**src/rtl/fcomb_pkg.sv**
```systemverilog
package fcomb_pkg;

  typedef enum logic [1:0] {
    FOP_ADD  = 2'd0,
    FOP_SUB  = 2'd1,
    FOP_MUL  = 2'd2,
    FOP_NONE = 2'd3
  } fop_e;

  localparam logic [3:0] S1_CODE_ADD = 4'd0;
  localparam logic [3:0] S1_CODE_SUB = 4'd1;
  localparam logic [3:0] S1_CODE_MUL = 4'd4;

endpackage

```
**src/rtl/fcomb_stage1_dec.sv**
```systemverilog
module fcomb_stage1_dec
  import fcomb_pkg::*;
#(
  parameter int CH_W = 3,
  parameter int VER_W = 4,
  parameter logic [(2**CH_W)-1:0] FAST_CH_MASK = 8'b0001_1011,
  parameter logic [VER_W-1:0] VER_ADDSUB = VER_W'(2),
  parameter logic [VER_W-1:0] VER_ALLCH = VER_W'(4)
) (
  input  logic [3:0]       code,
  input  logic [CH_W-1:0]  chan,
  input  logic [VER_W-1:0] ver,
  output fop_e             op1,
  output logic             legal1
);
  logic fast_ch;
  logic any_ch;
  logic addsub_ok;
  logic mul_ok;

  assign fast_ch   = FAST_CH_MASK[chan];
  assign any_ch    = (ver >= VER_ALLCH);
  assign addsub_ok = ((ver >= VER_ADDSUB) && fast_ch) || any_ch;
  assign mul_ok    = fast_ch || any_ch;

  always_comb begin
    op1    = FOP_NONE;
    legal1 = 1'b0;
    unique case (code)
      S1_CODE_ADD: begin
        op1    = FOP_ADD;
        legal1 = addsub_ok;
      end
      S1_CODE_SUB: begin
        op1    = FOP_SUB;
        legal1 = addsub_ok;
      end
      S1_CODE_MUL: begin
        op1    = FOP_MUL;
        legal1 = mul_ok;
      end
      default: begin
        op1    = FOP_NONE;
        legal1 = 1'b0;
      end
    endcase
  end
endmodule

```
**src/rtl/fcomb_stage2_dec.sv**
```systemverilog
module fcomb_stage2_dec
  import fcomb_pkg::*;
#(
  parameter int VER_W = 4,
  parameter logic [VER_W-1:0] VER_MUL2 = VER_W'(1)
) (
  input  logic             cls_b,
  input  logic             grp,
  input  logic [VER_W-1:0] ver,
  output fop_e             op2,
  output logic             swap,
  output logic             legal2
);
  always_comb begin
    op2    = FOP_NONE;
    swap   = 1'b0;
    legal2 = 1'b0;
    if (!grp) begin
      if (!cls_b) begin
        op2    = FOP_ADD;
        legal2 = 1'b1;
      end else begin
        op2    = FOP_MUL;
        legal2 = (ver == VER_MUL2);
      end
    end else begin
      op2    = FOP_SUB;
      swap   = cls_b;
      legal2 = 1'b1;
    end
  end
endmodule

```
**src/rtl/fcomb_tag_merge.sv**
```systemverilog
module fcomb_tag_merge #(
  parameter int TAG_W = 2,
  parameter int NSRC = 3
) (
  input  logic [NSRC-1:0][TAG_W-1:0] tags,
  output logic [TAG_W-1:0]           merged
);
  logic [NSRC:0][TAG_W-1:0] acc;
  assign acc[0] = '0;
  for (genvar i = 0; i < NSRC; i++) begin : g_or
    assign acc[i+1] = acc[i] | tags[i];
  end
  assign merged = acc[NSRC];
endmodule

```
**src/rtl/fcomb_out_reg.sv**
```systemverilog
module fcomb_out_reg #(
  parameter int TAG_W = 2
) (
  input  logic             clk,
  input  logic             rst,
  input  logic             hit,
  input  logic             legal,
  input  logic             dbl_d,
  input  logic [1:0]       op1_d,
  input  logic [1:0]       op2_d,
  input  logic             swap_d,
  input  logic [TAG_W-1:0] tag_d,
  output logic             valid_q,
  output logic             illegal_q,
  output logic             dbl_q,
  output logic [1:0]       op1_q,
  output logic [1:0]       op2_q,
  output logic             swap_q,
  output logic [TAG_W-1:0] tag_q
);
  logic take;
  assign take = hit && legal;

  always_ff @(posedge clk) begin
    if (rst) begin
      valid_q   <= 1'b0;
      illegal_q <= 1'b0;
      dbl_q     <= 1'b0;
      op1_q     <= '0;
      op2_q     <= '0;
      swap_q    <= 1'b0;
      tag_q     <= '0;
    end else begin
      valid_q   <= take;
      illegal_q <= hit && !legal;
      dbl_q     <= take ? dbl_d  : 1'b0;
      op1_q     <= take ? op1_d  : 2'd0;
      op2_q     <= take ? op2_d  : 2'd0;
      swap_q    <= take ? swap_d : 1'b0;
      tag_q     <= take ? tag_d  : '0;
    end
  end
endmodule

```
**src/rtl/fcomb_decoder.sv**
```systemverilog
module fcomb_decoder
  import fcomb_pkg::*;
#(
  parameter int MAJ_W = 7,
  parameter int CH_W = 3,
  parameter int VER_W = 4,
  parameter int TAG_W = 2,
  parameter logic [MAJ_W-1:0] CLS_A = MAJ_W'(7'h50),
  parameter logic [MAJ_W-1:0] CLS_B = MAJ_W'(7'h51),
  parameter logic [(2**CH_W)-1:0] FAST_CH_MASK = 8'b0001_1011
) (
  input  logic             clk,
  input  logic             rst,
  input  logic             dec_valid,
  input  logic [MAJ_W-1:0] major_op,
  input  logic [5:0]       minor_op,
  input  logic [CH_W-1:0]  chan,
  input  logic [VER_W-1:0] arch_ver,
  input  logic [TAG_W-1:0] tag_s1,
  input  logic [TAG_W-1:0] tag_s2,
  input  logic [TAG_W-1:0] tag_s3,
  output logic             res_valid,
  output logic             res_illegal,
  output logic             res_dbl,
  output logic [1:0]       res_op1,
  output logic [1:0]       res_op2,
  output logic             res_swap,
  output logic [TAG_W-1:0] res_tag
);
  localparam int NSRC = 3;

  logic is_a, is_b, hit;
  fop_e op1, op2;
  logic legal1, legal2, swap;
  logic [TAG_W-1:0] merged;
  logic [NSRC-1:0][TAG_W-1:0] tag_vec;

  assign is_a = (major_op == CLS_A);
  assign is_b = (major_op == CLS_B);
  assign hit  = dec_valid && (is_a || is_b);
  assign tag_vec = {tag_s3, tag_s2, tag_s1};

  fcomb_stage1_dec #(
    .CH_W(CH_W), .VER_W(VER_W), .FAST_CH_MASK(FAST_CH_MASK)
  ) u_s1 (
    .code(minor_op[4:1]), .chan(chan), .ver(arch_ver),
    .op1(op1), .legal1(legal1)
  );

  fcomb_stage2_dec #(.VER_W(VER_W)) u_s2 (
    .cls_b(is_b), .grp(minor_op[5]), .ver(arch_ver),
    .op2(op2), .swap(swap), .legal2(legal2)
  );

  fcomb_tag_merge #(.TAG_W(TAG_W), .NSRC(NSRC)) u_tag (
    .tags(tag_vec), .merged(merged)
  );

  fcomb_out_reg #(.TAG_W(TAG_W)) u_out (
    .clk(clk), .rst(rst), .hit(hit), .legal(legal1 && legal2),
    .dbl_d(minor_op[0]), .op1_d(op1), .op2_d(op2), .swap_d(swap),
    .tag_d(merged),
    .valid_q(res_valid), .illegal_q(res_illegal), .dbl_q(res_dbl),
    .op1_q(res_op1), .op2_q(res_op2), .swap_q(res_swap), .tag_q(res_tag)
  );
endmodule

```
**config.mk**
```make
export PLATFORM = sky130hd
export DESIGN_NAME = fcomb_decoder
export DESIGN_NICKNAME = d
export VERILOG_FILES = /design/src/rtl/fcomb_pkg.sv /design/src/rtl/fcomb_stage1_dec.sv /design/src/rtl/fcomb_stage2_dec.sv /design/src/rtl/fcomb_tag_merge.sv /design/src/rtl/fcomb_out_reg.sv /design/src/rtl/fcomb_decoder.sv
export SDC_FILE = /design/constraint.sdc
export NUM_CORES = 1
export LEC_CHECK = 0
export BUFFER_PORTS_ARGS = -buffer_cell sky130_fd_sc_hd__clkbuf_2
export CORE_AREA = 2 2 41 43
export CTS_CLUSTER_DIAMETER = 80
export CTS_CLUSTER_SIZE = 28
export DETAILED_ROUTE_END_ITERATION = 8
export DIE_AREA = 0 0 43 45
export PLACE_DENSITY = 0.75
export SLEW_MARGIN = 10
export SYNTH_ARGS = -nofsm -noshare
export SYNTH_HDL_FRONTEND = slang
export SYNTH_HIERARCHICAL = 1
export SYNTH_SLANG_ARGS = --single-unit
```
**constraint.sdc**
```tcl
create_clock -name clk -period 1.76 [get_ports clk]
set_clock_uncertainty 0.15 [all_clocks]
set_input_delay 0.528 -clock clk [delete_from_list [all_inputs] [get_ports clk]]
set_output_delay 0.528 -clock clk [all_outputs]
set_load 0.005 [all_outputs]
```
======== After elaboration in Yosys (flattened, before gate mapping) ========
Memories as Yosys holds them, arrays and structs flattened.
Cells that the tools add are included.
word-level totals
  register bits after elaboration ......... 10
  bits in latches ......................... 0
  RAM bits ................................ 0
  memory bits (read-only) ................. 8
  bits of input ports ..................... 29
  output and inout bits ................... 10
  logic and storage cells ................. 42
  memories ................................ 1
memories
  name              depth  width  read ports  clocked after Yosys merged registers in  wr ports  line                    text
  (name not given)  8      1      1           0                                        0         fcomb_stage1_dec.sv:21  assign fast_ch = FAST_CH_MASK[chan];
operators by class
  add/subtract/negate cells ............... 0
  $mul .................................... 0
  div/mod/pow operators ................... 0
  order comparisons ....................... 3
  eq/ne operators ......................... 5
  shift-type cells ........................ 0
  multiplexer cells ....................... 7
  bitwise operators ....................... 4
  reduce and logical (&&, ||, !) cells .... 14
operators with widths
  kind                                                                                 count
  7-bit == test, second input constant                                                 2
  4-bit by 1-bit == test with 1-bit output, second input constant                      2
  2-bit one-hot mux with 3 select lines                                                1
  3-bit OR reduction                                                                   2
  1-bit logical AND                                                                    5
  4-bit by 3-bit == test with 1-bit output, second input constant                      1
  4-bit by 2-bit greater-or-equal comparator with 1-bit output, second input constant  1
  4-bit by 3-bit greater-or-equal comparator with 1-bit output, second input constant  1
  4-bit logical NOT                                                                    1
  3-bit by 4-bit less-than comparator with 1-bit output, second input constant         1
  1-bit 2-to-1 mux                                                                     4
  2-bit bitwise OR                                                                     2
  2-bit OR reduction                                                                   2
  1-bit logical OR                                                                     3
  2-bit 2-to-1 mux                                                                     1
  1-bit NOT                                                                            2
  1-bit one-hot mux with 2 select lines                                                1
  1-bit logical NOT                                                                    1

======== Longest topological paths before layout ========
  depth in word-level cells ............... 9
  gate-level depth with buffers ........... 6
  depth with buffers taken out ............ 6

======== By module ========
The synthesis kept the hierarchy.
modules (own cells, without submodules)
  module            instances  cells an instance  area an instance (um^2)  seq. area each (um^2)
  fcomb_out_reg     1          20                 297.8                    200.2
  fcomb_stage1_dec  1          7                  53.8                     0.0
  fcomb_stage2_dec  1          5                  40.0                     0.0
  fcomb_decoder     1          5                  37.5                     0.0
  fcomb_tag_merge   1          2                  12.5                     0.0

======== Worst setup path after synthesis ========
Ideal clock, no wire load.
  path kind ............................... input -> register
  start ................................... in major_op[5]
  end ..................................... reg u_out.valid_q
  arrival ................................. 1601 ps
  path slack .............................. -107 ps
  stages .................................. 6
  path through ............................ and4bb_2 > and3_2 > nor2b_1 > o41ai_2 > and2_1 > and3b_2
between the ends
  word-level cells in the longest chain between the ends .. 5
  elaborated cells on any way between the ends .. 8
  classes of those cells .................. eq/ne (2); mux (2); reduce/logical (4)
RTL lines
  item                  line                    text
  from (decl)           fcomb_decoder.sv:15     input logic [MAJ_W-1:0] major_op,
  7-bit == test         fcomb_decoder.sv:39     assign is_b = (major_op == CLS_B);
  named net is_b        fcomb_decoder.sv:32     logic is_a, is_b, hit;
  1-bit 2-to-1 mux      fcomb_stage2_dec.sv:19  if (!cls_b) begin
  1-bit 2-to-1 mux      fcomb_stage2_dec.sv:18  if (!grp) begin
  named net legal2      fcomb_decoder.sv:34     logic legal1, legal2, swap;
  1-bit logical AND     fcomb_decoder.sv:60     .clk(clk), .rst(rst), .hit(hit), .legal(legal1 && legal2),
  1-bit logical AND     fcomb_out_reg.sv:22     assign take = hit && legal;
  to (signal assigned)  fcomb_out_reg.sv:34     valid_q <= take;
  to (decl)             fcomb_out_reg.sv:13     output logic valid_q,
The timed path passes the listed nets, and every way through them passes these cells.
A chain may end at the register's enable or synchronous reset.

======== Final worst setup path ========
  start ................................... in major_op[5]
  end ..................................... reg u_out.op1_q[0]
between the ends
  word-level cells in the longest chain between the ends .. 7
  elaborated cells on any way between the ends .. 10
  classes of those cells .................. eq/ne (2); mux (2); bitwise (1); reduce/logical (5)
RTL lines
  item                          line                    text
  7-bit == test                 fcomb_decoder.sv:39
  named net is_b                fcomb_decoder.sv:32
  1-bit 2-to-1 mux              fcomb_stage2_dec.sv:19
  1-bit 2-to-1 mux              fcomb_stage2_dec.sv:18
  named net legal2              fcomb_decoder.sv:34
  1-bit logical AND             fcomb_decoder.sv:60
  1-bit logical AND             fcomb_out_reg.sv:22
  1-bit NOT (no line)           n/a
  2-bit OR reduction (no line)  n/a
  to (signal assigned)          fcomb_out_reg.sv:37     op1_q <= take ? op1_d : 2'd0;
  to (decl)                     fcomb_out_reg.sv:16     output logic [1:0] op1_q,
The timed path passes the listed nets, and every way through them passes these cells.

==> run summary <==
The width of the chip came out at around 43 um. The end point of the most critical hold path is u_out/dbl_q. The clock period minus final worst setup slack came out at around 1.6 ns. After the flow finishes, the layout carries non-filler instances totaling between 90 and 100. After global routing, the most crowded layer is met2. The met2 track demand over resource is 0.164. The placer's final routability congestion estimate is about 0.64. The total number of nets in the final design came out at 110. The overall via count from detail_route came out at 449. The worst setup path is captured at a flip-flop. Counting along the longest clock path gives a buffer depth of 2. The area of the mapped netlist is 442 sq um. The count of unresolved DRC violations after routing is 0. The analysis attributes to net switching a power of around 0.000085 W. The relative max-transition margin came out at 0.839. Across the run, the number of max-cap violations was 0. The final hold violation count came out at 0. The tree is rooted in a clkbuf_4. Along the worst hold path, the cell count comes to 2. The startpoint identified for the worst hold timing path is minor_op[0].

The met1 routing resource usage after global routing came out at 0.109. The sum of internal, switching and leakage power came out at between 0.0004 and 0.0005 W. The number of nets still failing antenna checks after routing is 0. The cell count after synthesis came out at 39. The total routing resource utilization after global routing came out at 0.105. The first global-routing pass estimated 1460 um of wire. The antenna diode count came out at 0.

Setup violations remaining at the end of the flow were counted as 0. The total number of yosys warnings is 6. In the final layout, the share of cells above drive strength 1 is 0.620. The critical path in this run is classified as input pin to flip-flop.

In this run the count of I/O pins placed on the die edge is 39. The initial antenna violation count is 0. The total CTS buffers came out at 3.

The clock slew at the register clock pins of the worst setup and hold paths came out at about 0.060 ns. The hold buffer count at cts came out at 0. The number of I/O port buffers came out at 38. In this run the number of H-tree levels came out at 1. The netlist uses 17 different library cells. The tightest min-delay check is of the input pin to flip-flop type. The number of buffers inserted to repair setup after CTS is 0.

Of the synthesized area, sequential elements account for 0.453. For met3 alone, demand over resource in global routing was 0.0480. The mean post-synth cell area is 11.3 sq um. The area growth from synthesis to final layout came out at 53.3%. The clock group share of total power is 0.338. The cell count after placement is just over 90.

Using the TritonRoute via totals, the vias-per-cell ratio works out to 4.73. The max-slew violation count came out at 0. The worst-path maximum fanout came out at 10. The switching share of power came out at 0.201. After global routing the overflow that remains totals 0. The total of flip-flops plus latches after synthesis is 10.

The die is 45 um tall. The required time of the critical path is 1.75 ns. The maximum number of pins on one net before global-route repair is 11. The slew at the pin closest to its max-slew limit came out at 0.238 ns. The arrival time at the worst endpoint is 1.63 ns.

When the netlist entered floorplanning its net count stood at 68. Dividing total power by cell area gives a power density of approximately 630 nW/um^2. The internal power contribution came out at 0.000338 W. The worst supply voltage drop on vdd is 0.165 mV.

The number of clock sinks came out at 10. The analysis attributes to cell leakage a power of 0.369 nW. The relative contribution of combinational cells to total power is 0.127. The number of iterations in the first detailed-routing pass is 3. The flow ran to the end, and the final reports show no timing, DRC or antenna violations.

Dividing the detail-routed wire length by the instance count gives 10.3 um. The TritonCTS clock tree is done. The initial core utilization came out at 0.300. The area of the die came out at 1940 sq um. The floorplan has 14 rows. The most frequent standard cell in the layout excluding fill and tap cells is clkbuf_2. The total wire length came out at 974 um. The number of global-route vias before repair is 391. The utilization after layout is 0.460. Setup repair after global routing left no endpoint under its margin. For this run, the top clock speed supported by timing is 0.609 GHz. The worst hold margin is 0.398 ns. The floorplan step defined a core boundary enclosing 1470 sq um. The number of DRC markers in iteration 0 is 4. The worst setup path is launched from an input pin.

The wire-length estimate of the detail-placed layout is 837 um. The final period utilization came out at 0.933. The post-cts resize count came out at 0. The fraction of power consumed by sequential logic is 0.535. The top cell types in the final layout, fill and taps aside, are clkbuf_2, dfxtp_1, and4b_1.
-- synthesized netlist by cell type --
master,count,share of area
o41ai_2,1,0.037
mux2_4,1,0.034
dfxtp_1,10,0.45
and3b_2,1,0.023
and4bb_2,1,0.028
a211oi_1,1,0.017
or3_1,4,0.057
nor2_1,2,0.017
nor2b_1,1,0.014
nor4_1,1,0.014
and3_2,2,0.034
nor3b_1,1,0.017
and2_1,2,0.028
inv_1,1,0.0085
a211o_1,1,0.020
buf_4,1,0.017
and4b_1,8,0.18
-- state kept, by name (all words and copies together), names as in the netlist --
name / count
u_out/op2_q: 2
u_out/swap_q: 1
u_out/illegal_q: 1
u_out/tag_q: 2
u_out/op1_q: 2
u_out/valid_q: 1
u_out/dbl_q: 1
-- kinds of logic after synthesis --
kind of cell,Yosys count,share of synthesized area
buf+inv,2,0.0255
mux,1,0.0340
compound gates,3,0.0737
flops,10,0.453
simple gates,23,0.414
-- power by group through the flow --
stage | Clock (W) | Combinational (W) | Sequential [W]
finish | 0.000143 | 0.0000537 | 0.000227
global route | 0.000164 | 0.0000596 | 0.000226
CTS | 0.000152 | 0.0000547 | 0.000227
detailed placement | 0 | 0.0000545 | 0.000232
global placement | 0 | 0.0000534 | 0.000232
floorplan | 0 | 0.0000182 | 0.000232
-- critical path, stage by stage --
cell and delay, ns:
clkbuf_2 0.07, and4bb_2 0.28, and3_2 0.18, nor2b_4 0.14, o41ai_2 0.07, and2_4 0.16, and4b_1 0.20
-- worst max-delay path by stage --
stage	startpoint	depth (start not counted)	endpoint
2_1_floorplan	major_op[5]	6	u_out/valid_q
3_3_place_gp	major_op[5]	7	u_out/valid_q
3_5_place_dp	major_op[5]	7	u_out/valid_q
4_1_cts	major_op[5]	7	u_out/valid_q
5_1_grt	major_op[5]	7	u_out/valid_q
6_report	major_op[5]	7	u_out/op1_q[0]
-- cell type report --
class                      count  area, sq um
clock buffer                   3         22.5
fill                         144          795
inverter                       1         3.75
multi-input combinational     27          240
sequential                    10          200
tap                           16         20.0
timing repair buffer          38          190
-- per-stage QoR --
step / instance area (sq um) / TNS, ns / setup WS [ns]
6_report: 677 / 0 / 0.118
5_1_grt: 677 / 0 / 0.0724
4_1_cts: 677 / 0 / 0.121
3_5_place_dp: 654 / -1.33 / -0.148
3_3_place_gp: 654 / -1.07 / -0.119
2_1_floorplan: 452 / -0.00750 / -0.00750
-- metal layers --
metal / share of wire / wire length, um / vias up
li1: - / - / 232
met1: 0.44 / 431 / 185
met2: 0.41 / 396 / 30
met3: 0.14 / 139 / 2
met4: 0.0062 / 6 / 0
met5: 0 / 0 / -
(Power assumes the default switching activity.)
